==> src/rtl/mandel_pkg.sv <==
package mandel_pkg;
  localparam int DEF_INT_W  = 1;
  localparam int DEF_FRAC_W = 12;
  localparam int DEF_CNT_W  = 8;
endpackage

==> src/rtl/mandel_square.sv <==
module mandel_square #(
  parameter int W     = 14,
  parameter int CNT_W = 8
) (
  input  logic                 clk,
  input  logic                 rst,
  input  logic                 in_vld,
  input  logic signed [W-1:0]  in_cr,
  input  logic signed [W-1:0]  in_ci,
  input  logic signed [W-1:0]  in_zr,
  input  logic signed [W-1:0]  in_zi,
  input  logic [CNT_W-1:0]     in_cnt,
  input  logic                 in_esc,
  output logic                 s_vld,
  output logic signed [W-1:0]  s_cr,
  output logic signed [W-1:0]  s_ci,
  output logic signed [W-1:0]  s_zr,
  output logic signed [W-1:0]  s_zi,
  output logic signed [2*W-1:0] s_xx,
  output logic signed [2*W-1:0] s_yy,
  output logic signed [2*W-1:0] s_xy,
  output logic [CNT_W-1:0]     s_cnt,
  output logic                 s_esc
);
  localparam int P = 2 * W;

  logic signed [P-1:0] ezr, ezi;
  assign ezr = P'(in_zr);
  assign ezi = P'(in_zi);

  // Stage 1: the three products of the complex square, full width.
  always_ff @(posedge clk) begin
    if (rst) s_vld <= 1'b0;
    else     s_vld <= in_vld;
    s_xx  <= ezr * ezr;
    s_yy  <= ezi * ezi;
    s_xy  <= ezr * ezi;
    s_cr  <= in_cr;
    s_ci  <= in_ci;
    s_zr  <= in_zr;
    s_zi  <= in_zi;
    s_cnt <= in_cnt;
    s_esc <= in_esc;
  end

  a_r3_vld_follow: assert property (@(posedge clk) disable iff (rst)
    in_vld |=> s_vld);
  a_r3_bubble_follow: assert property (@(posedge clk) disable iff (rst)
    !in_vld |=> !s_vld);
  a_r7_esc_sticky: assert property (@(posedge clk) disable iff (rst)
    (in_vld && in_esc) |=> s_esc);
endmodule

==> src/rtl/mandel_escape.sv <==
module mandel_escape #(
  parameter int W      = 14,
  parameter int FRAC_W = 12,
  parameter int CNT_W  = 8
) (
  input  logic                  clk,
  input  logic                  rst,
  input  logic                  s_vld,
  input  logic signed [W-1:0]   s_cr,
  input  logic signed [W-1:0]   s_ci,
  input  logic signed [W-1:0]   s_zr,
  input  logic signed [W-1:0]   s_zi,
  input  logic signed [2*W-1:0] s_xx,
  input  logic signed [2*W-1:0] s_yy,
  input  logic signed [2*W-1:0] s_xy,
  input  logic [CNT_W-1:0]      s_cnt,
  input  logic                  s_esc,
  output logic                  out_vld,
  output logic signed [W-1:0]   out_cr,
  output logic signed [W-1:0]   out_ci,
  output logic signed [W-1:0]   out_zr,
  output logic signed [W-1:0]   out_zi,
  output logic [CNT_W-1:0]      out_cnt,
  output logic                  out_esc
);
  localparam int P = 2 * W;
  // Radius-squared limit 4, expressed in product scale (2*FRAC_W fraction bits).
  localparam logic signed [P:0]   MAG_LIM = (P+1)'(4) <<< (2 * FRAC_W);
  localparam logic signed [P+1:0] Z_MAX   = (P+2)'((2 ** (W-1)) - 1);
  localparam logic signed [P+1:0] Z_MIN   = (P+2)'(-(2 ** (W-1)));

  logic signed [P:0]   mag, diff, twoxy;
  logic signed [P+1:0] nr_w, ni_w;
  logic                too_big, ovf, hold;
  logic [CNT_W-1:0]    cnt_nx;

  always_comb begin
    mag     = (P+1)'(s_xx) + (P+1)'(s_yy);
    diff    = (P+1)'(s_xx) - (P+1)'(s_yy);
    twoxy   = (P+1)'(s_xy) <<< 1;
    nr_w    = (P+2)'(diff >>> FRAC_W) + (P+2)'(s_cr);
    ni_w    = (P+2)'(twoxy >>> FRAC_W) + (P+2)'(s_ci);
    too_big = mag > MAG_LIM;
    ovf     = (nr_w > Z_MAX) || (nr_w < Z_MIN) || (ni_w > Z_MAX) || (ni_w < Z_MIN);
    hold    = s_esc || too_big || ovf;
    cnt_nx  = (&s_cnt) ? s_cnt : s_cnt + CNT_W'(1);
  end

  // Stage 2: escape decision and token update.
  always_ff @(posedge clk) begin
    if (rst) out_vld <= 1'b0;
    else     out_vld <= s_vld;
    out_cr  <= s_cr;
    out_ci  <= s_ci;
    out_esc <= hold;
    out_cnt <= s_esc ? s_cnt : cnt_nx;
    out_zr  <= hold ? s_zr : nr_w[W-1:0];
    out_zi  <= hold ? s_zi : ni_w[W-1:0];
  end

  a_r7_frozen: assert property (@(posedge clk) disable iff (rst)
    (s_vld && s_esc) |=> (out_esc && out_zr == $past(s_zr) &&
                          out_zi == $past(s_zi) && out_cnt == $past(s_cnt)));
  a_r6_count: assert property (@(posedge clk) disable iff (rst)
    (s_vld && !s_esc && !(&s_cnt)) |=> (out_cnt == CNT_W'($past(s_cnt) + CNT_W'(1))));
  a_r8_c_carry: assert property (@(posedge clk) disable iff (rst)
    s_vld |=> (out_cr == $past(s_cr) && out_ci == $past(s_ci)));
  a_r4_mag_escape: assert property (@(posedge clk) disable iff (rst)
    (s_vld && too_big) |=> (out_esc && out_zr == $past(s_zr)));
endmodule

==> src/rtl/mandel_iter_unit.sv <==
module mandel_iter_unit
  import mandel_pkg::*;
#(
  parameter int INT_W  = DEF_INT_W,
  parameter int FRAC_W = DEF_FRAC_W,
  parameter int CNT_W  = DEF_CNT_W,
  localparam int W     = 1 + INT_W + FRAC_W
) (
  input  logic                 clk,
  input  logic                 rst,
  input  logic                 in_vld,
  input  logic signed [W-1:0]  in_cr,
  input  logic signed [W-1:0]  in_ci,
  input  logic signed [W-1:0]  in_zr,
  input  logic signed [W-1:0]  in_zi,
  input  logic [CNT_W-1:0]     in_cnt,
  input  logic                 in_esc,
  output logic                 out_vld,
  output logic signed [W-1:0]  out_cr,
  output logic signed [W-1:0]  out_ci,
  output logic signed [W-1:0]  out_zr,
  output logic signed [W-1:0]  out_zi,
  output logic [CNT_W-1:0]     out_cnt,
  output logic                 out_esc
);
  localparam int P = 2 * W;

  logic                s_vld, s_esc;
  logic signed [W-1:0] s_cr, s_ci, s_zr, s_zi;
  logic signed [P-1:0] s_xx, s_yy, s_xy;
  logic [CNT_W-1:0]    s_cnt;

  mandel_square #(.W(W), .CNT_W(CNT_W)) u_square (
    .clk(clk), .rst(rst),
    .in_vld(in_vld), .in_cr(in_cr), .in_ci(in_ci), .in_zr(in_zr), .in_zi(in_zi),
    .in_cnt(in_cnt), .in_esc(in_esc),
    .s_vld(s_vld), .s_cr(s_cr), .s_ci(s_ci), .s_zr(s_zr), .s_zi(s_zi),
    .s_xx(s_xx), .s_yy(s_yy), .s_xy(s_xy), .s_cnt(s_cnt), .s_esc(s_esc)
  );

  mandel_escape #(.W(W), .FRAC_W(FRAC_W), .CNT_W(CNT_W)) u_escape (
    .clk(clk), .rst(rst),
    .s_vld(s_vld), .s_cr(s_cr), .s_ci(s_ci), .s_zr(s_zr), .s_zi(s_zi),
    .s_xx(s_xx), .s_yy(s_yy), .s_xy(s_xy), .s_cnt(s_cnt), .s_esc(s_esc),
    .out_vld(out_vld), .out_cr(out_cr), .out_ci(out_ci), .out_zr(out_zr),
    .out_zi(out_zi), .out_cnt(out_cnt), .out_esc(out_esc)
  );

  a_r9_reset_idle: assert property (@(posedge clk) rst |=> !out_vld);
endmodule

==> config.mk <==
export PLATFORM = sky130hd
export DESIGN_NAME = mandel_iter_unit
export DESIGN_NICKNAME = d
export VERILOG_FILES = /design/src/rtl/mandel_pkg.sv /design/src/rtl/mandel_square.sv /design/src/rtl/mandel_escape.sv /design/src/rtl/mandel_iter_unit.sv
export SDC_FILE = /design/constraint.sdc
export NUM_CORES = 2
export LEC_CHECK = 0
export ABC_AREA = 1
export CORE_ASPECT_RATIO = 1.2
export CORE_MARGIN = 2
export CORE_UTILIZATION = 40
export CTS_CLUSTER_SIZE = 20
export DETAILED_ROUTE_END_ITERATION = 10
export DONT_BUFFER_PORTS = 1
export GPL_ROUTABILITY_DRIVEN = 0
export PLACE_DENSITY = 0.65
export SLEW_MARGIN = 20
export SYNTH_ARGS = -nofsm -noshare
export SYNTH_HDL_FRONTEND = slang
export SYNTH_SLANG_ARGS = --single-unit
==> constraint.sdc <==
create_clock -name clk -period 18.6 [get_ports clk]
set_input_delay 1.86 -clock clk [delete_from_list [all_inputs] [get_ports clk]]
set_output_delay 1.86 -clock clk [all_outputs]
set_load 0.03 [all_outputs]
# Word-level counts from Yosys, hierarchy flattened
# Index checks and enable logic that the tools add are counted.
word_totals:
  ff_bits: 216
  latchBits: 0
  ram_bits: 0
  mem_bits_ro: 0
  output_inout_bits: 66
  elab_cells: 40
  memories: 0
classes:
  addsub: 5
  mul: 3
  div: 0
  magnitude_cmp: 5
  eq_ne: 0
  shifts: 0
  n_mux: 4
  n_bitwise: 0
  n_reduce_logical: 6
op_table:
  columns: ["cell", "n"]
  rows:
  - ["$mul 14x14->28", 3]
  - ["$gt 30x14->1 const B", 2]
  - ["$lt 30x14->1 const B", 2]
  - ["$add 17x14->18", 2]
  - ["$add 28x28->29", 1]
  - ["$gt 29x28->1 const B", 1]
  - ["$sub 28x28->29", 1]
  - ["$mux 14", 2]
  - ["$mux 8", 2]
  - ["$add 8x1->8 const B", 1]
  - ["$reduce_and 8->1", 1]
  - ["$logic_or 1x1->1", 5]

# Longest topological paths before layout
logic_depth:
  word_depth: 8
  ltp_mapped: 34
  mapped_depth_nobuf: 31

# Hierarchy
# From an unflattened synthesis, not the netlist that was laid out.
unflattened:
  cells_unflattened: 4476
  area_unflattened_um2: 33632.3
modules_own_cells:
  columns: ["mod", "n_inst", "cells_each", "area_each_um2", "seq_area_each_um2"]
  rows:
  - ["mandel_square", 1, 3183, 25867.3, 2922.8]
  - ["mandel_escape", 1, 1293, 7764.9, 1321.3]

# Worst setup path after synthesis
# Ideal clock, no wire load.
synth_path:
  path_kind: "input port to flip-flop"
  start: "in in_zr[2]"
  end: "reg u_square.s_xx[26]"
  setup_time_ps: 138
  t_arrival_ps: 7053
  required_ps: 18462
  setup_slack_ps: 11409
  stages: 20
  n_path_buf: 2
  cell_sequence: "clkbuf_1 clkbuf_1 nand2_1 inv_1 fa_1 fa_1 inv_1 fa_1 fa_1 fa_1 inv_1 fa_1 ha_1 nand2_1 nor4_1 nand4_1 nand3_1 nand2_1 o311ai_0 xor2_1"
synth_via:
  elab_chain_len: 1
synth_rtl:
  columns: ["item", "line_no", "rtl"]
  rows:
  - ["start, declared", "mandel_iter_unit.sv:14", "input logic signed [W-1:0] in_zr,"]
  - ["$mul 14x14->28", "mandel_square.sv:35", "s_xx <= ezr * ezr;"]
  - ["end signal, assigned", "mandel_square.sv:35", null]
  - ["end, declared", "mandel_square.sv:19", "output logic signed [2*W-1:0] s_xx,"]
# Every way passes these cells.
# A chain may end at the register's enable or synchronous reset.

# Worst setup path in the final report
layout_path:
  start: "in in_zi[13]"
  end: "reg u_square.s_yy[24]"
layout_via:
  elab_chain_len: 1
layout_rtl:
  columns: ["item", "line_no", "rtl"]
  rows:
  - ["start, declared", "mandel_iter_unit.sv:15", "input logic signed [W-1:0] in_zi,"]
  - ["$mul 14x14->28", "mandel_square.sv:36", "s_yy <= ezi * ezi;"]
  - ["end signal, assigned", "mandel_square.sv:36", null]
  - ["end, declared", "mandel_square.sv:20", "output logic signed [2*W-1:0] s_yy,"]
# Every way passes these cells.

==> results.ini <==
[critical_path]
slowest_stage = fa_1
cp_max_fo = 34
cp_common_cell = fa_1
critical_path_class = in2reg
endpoint_kind = flop
critPathRequiredTime_ps = 19050
startpoint_type = primary input
cp_data_arrival_time_ps = 7140
critPathMaxStageDelay_ps = 690
cp_cell_sequence = nand2_1 > inv_1 > fa_1 > fa_1 > inv_1 > fa_1 > fa_1 > inv_1 > fa_1 > fa_1 > ha_1 > nand2_1 > nor4_1 > nand4_1 > nand3_1 > a21oi_1 > xor2_1

[finish]
n_antenna_cell = 0
drive_above_1_share_pct = 2.95
fillers = 7523
instances_no_fill = 4708
area_delta_synth_final_pct = 5.26
nets = 4576
multi_input_area_um2 = 22400
seqCellArea_um2 = 4020
final_core_util_pct = 42.7

[sta]
drv_slew = 0
grt_setup_unrepaired = false
fin_crit_ps = 6690
slew_headroom_pct = 44.7
setup_viol = 0
finClkSkew_ps = 44.5
setup_tns_ps = 0
post-route-period-util_pct = 36.0
fmax_mhz = 149
worst_slew_pin_slew_ps = 829
finalHoldViolCount = 0

[place]
place_hpwl_um = 61600
placed_cells = 4666
io_buffers = 0

[clocking]
clock_sinks = 201
numCtsBuffers = 23
root_buffer = clkbuf_16
cts_tree = built
cts_max_path_buffers = 3
clock_latency_ps = 580
postCtsHoldBufs = 0
clk_pin_slew_worst_paths_ps = 70
htreeDepth = 1
cts_resized = 0
cts_setup_buffers = 0

[global_routing]
grt_use_met3_pct = 2.67
grt_util_met1_pct = 23.2
use_met2_pct = 35.9
antenna_found_initial = 1
grt_pass1_vias = 24300
grt-ovfl-total = 0
grt_first_pass_wirelength_um = 124000
grt_max_degree = 38
grt_usage_pct = 19.7
grt-busiest-layer = met2

[die]
die_area_um2 = 78500
die_x_um = 256
rows = 110
io_pins = 134
initial_core_util_pct = 40.5
core_um2 = 75300
fp.dieH_um = 307

[synth]
syn_inst = 3764
synthDistinctLibCells = 45
ys_seq_area_share_pct = 13.2
syn_nets = 4657
synth_warnings = 0
synth_common_cells = inv_1 (926), nand2_1 (858), fa_1 (549), ha_1 (276), dfxtp_1 (201)
synth.top_cell.area_share_pct = 36.0
synthArstFlopShare_pct = 0
ys_ff_latch = 201
synth_area_leaders = fa_1 (36%), dfxtp_1 (13%), inv_1 (11%)
syn_area_um2 = 30500
avgSynthCellArea_um2 = 8.11
yosysMostFrequentCell = inv_1
synth_edf_count = 0
ys.flop_type = dfxtp_1
yosysTopAreaCell = fa_1

[job]
cap_violations = 0

[route]
vias = 22800
routedWlPerCell_um = 15.9
drc = 0
first_pass_iters = 7
postRouteAntennaNets = 0
wl_um = 74800
drt-vias-per-instance = 4.85
first_iter_violations = 1191

[status]
status = complete, no violations

[hold_path]
hold_class = reg2reg

-- critical path: cells and delay by family --
kind | cells | cell delay, ps
AOI/OAI and AO/OA | 1 | 100
xor gates and xnor gates | 1 | 150
and+or+nand+nor | 5 | 1040
buffers and inverters | 3 | 370
adders and majority gates | 7 | 3590
-- layout by cell type, fill, tap and decap left out, drive strengths merged, types with 70 or more instances in the layout --
cell type and instances:
inv 962, nand3 114, a21oi 166, fa 549, dfxtp 201, o21ai 70, nor2 150, xor2 94
ha 276, nand2 867
-- cell type report --
| cell class | count | share of cell area [%] |
|---|---|---|
| clock buffer | 27 | 1.90 |
| clock inverter | 15 | 0.553 |
| inverter | 962 | 11.2 |
| multi-input combinational | 2492 | 69.8 |
| sequential | 201 | 12.5 |
| tap | 1008 | 3.93 |
| timing repair buffer | 3 | 0.0701 |
-- cells by family after synthesis --
family	synth area share, %
buf+inv	13.4
flops	13.2
compound gates	5.51
fa+ha+maj	47.3
simple gates	16.2
mux	0.0369
xor+xnor	4.42
-- path summary, 6_finish.rpt --
kind                     start                   to  slack [ps]  cells after the start
min           u_square.s_ci[0]   u_escape.out_ci[0]         350                      0
max                  in_zi[13]    u_square.s_yy[24]       11910                     17
min reg2reg   u_square.s_ci[0]   u_escape.out_ci[0]         350                      0
max reg2reg  u_square.s_yy[15]  u_escape.out_zi[13]       12810                     25
-- registers in the layout, indices dropped and copies added (netlist names) --
signal and flops:
u_escape.out_ci 14, u_escape.out_cnt 8, u_escape.out_cr 14, u_escape.out_esc 1
u_escape.out_vld 1, u_escape.out_zi 14, u_escape.out_zr 14, u_square.s_ci 14
u_square.s_cnt 8, u_square.s_cr 14, u_square.s_esc 1, u_square.s_vld 1
u_square.s_xx 26, u_square.s_xy 17, u_square.s_yy 26, u_square.s_zi 14
u_square.s_zr 14
-- metal layers --
| layer | routed length [µm] | vias up |
|---|---|---|
| li1 | - | 11000 |
| met1 | 29600 | 11100 |
| met2 | 38000 | 569 |
| met3 | 3760 | 161 |
| met4 | 3520 | 2 |
| met5 | 16 | - |
-- stage by stage --
stage	hold slack (ps)	setup slack (ps)	area (µm²)
after floorplan	337	11410	30500
after global routing	354	11640	32100
after detailed placement	351	11300	31300
final	353	11910	32100
after global placement	350	11330	31300
after CTS	339	11880	32100
Power is not shown: default switching activity piles up to over one toggle a cycle in this logic, so the estimate is an artifact.
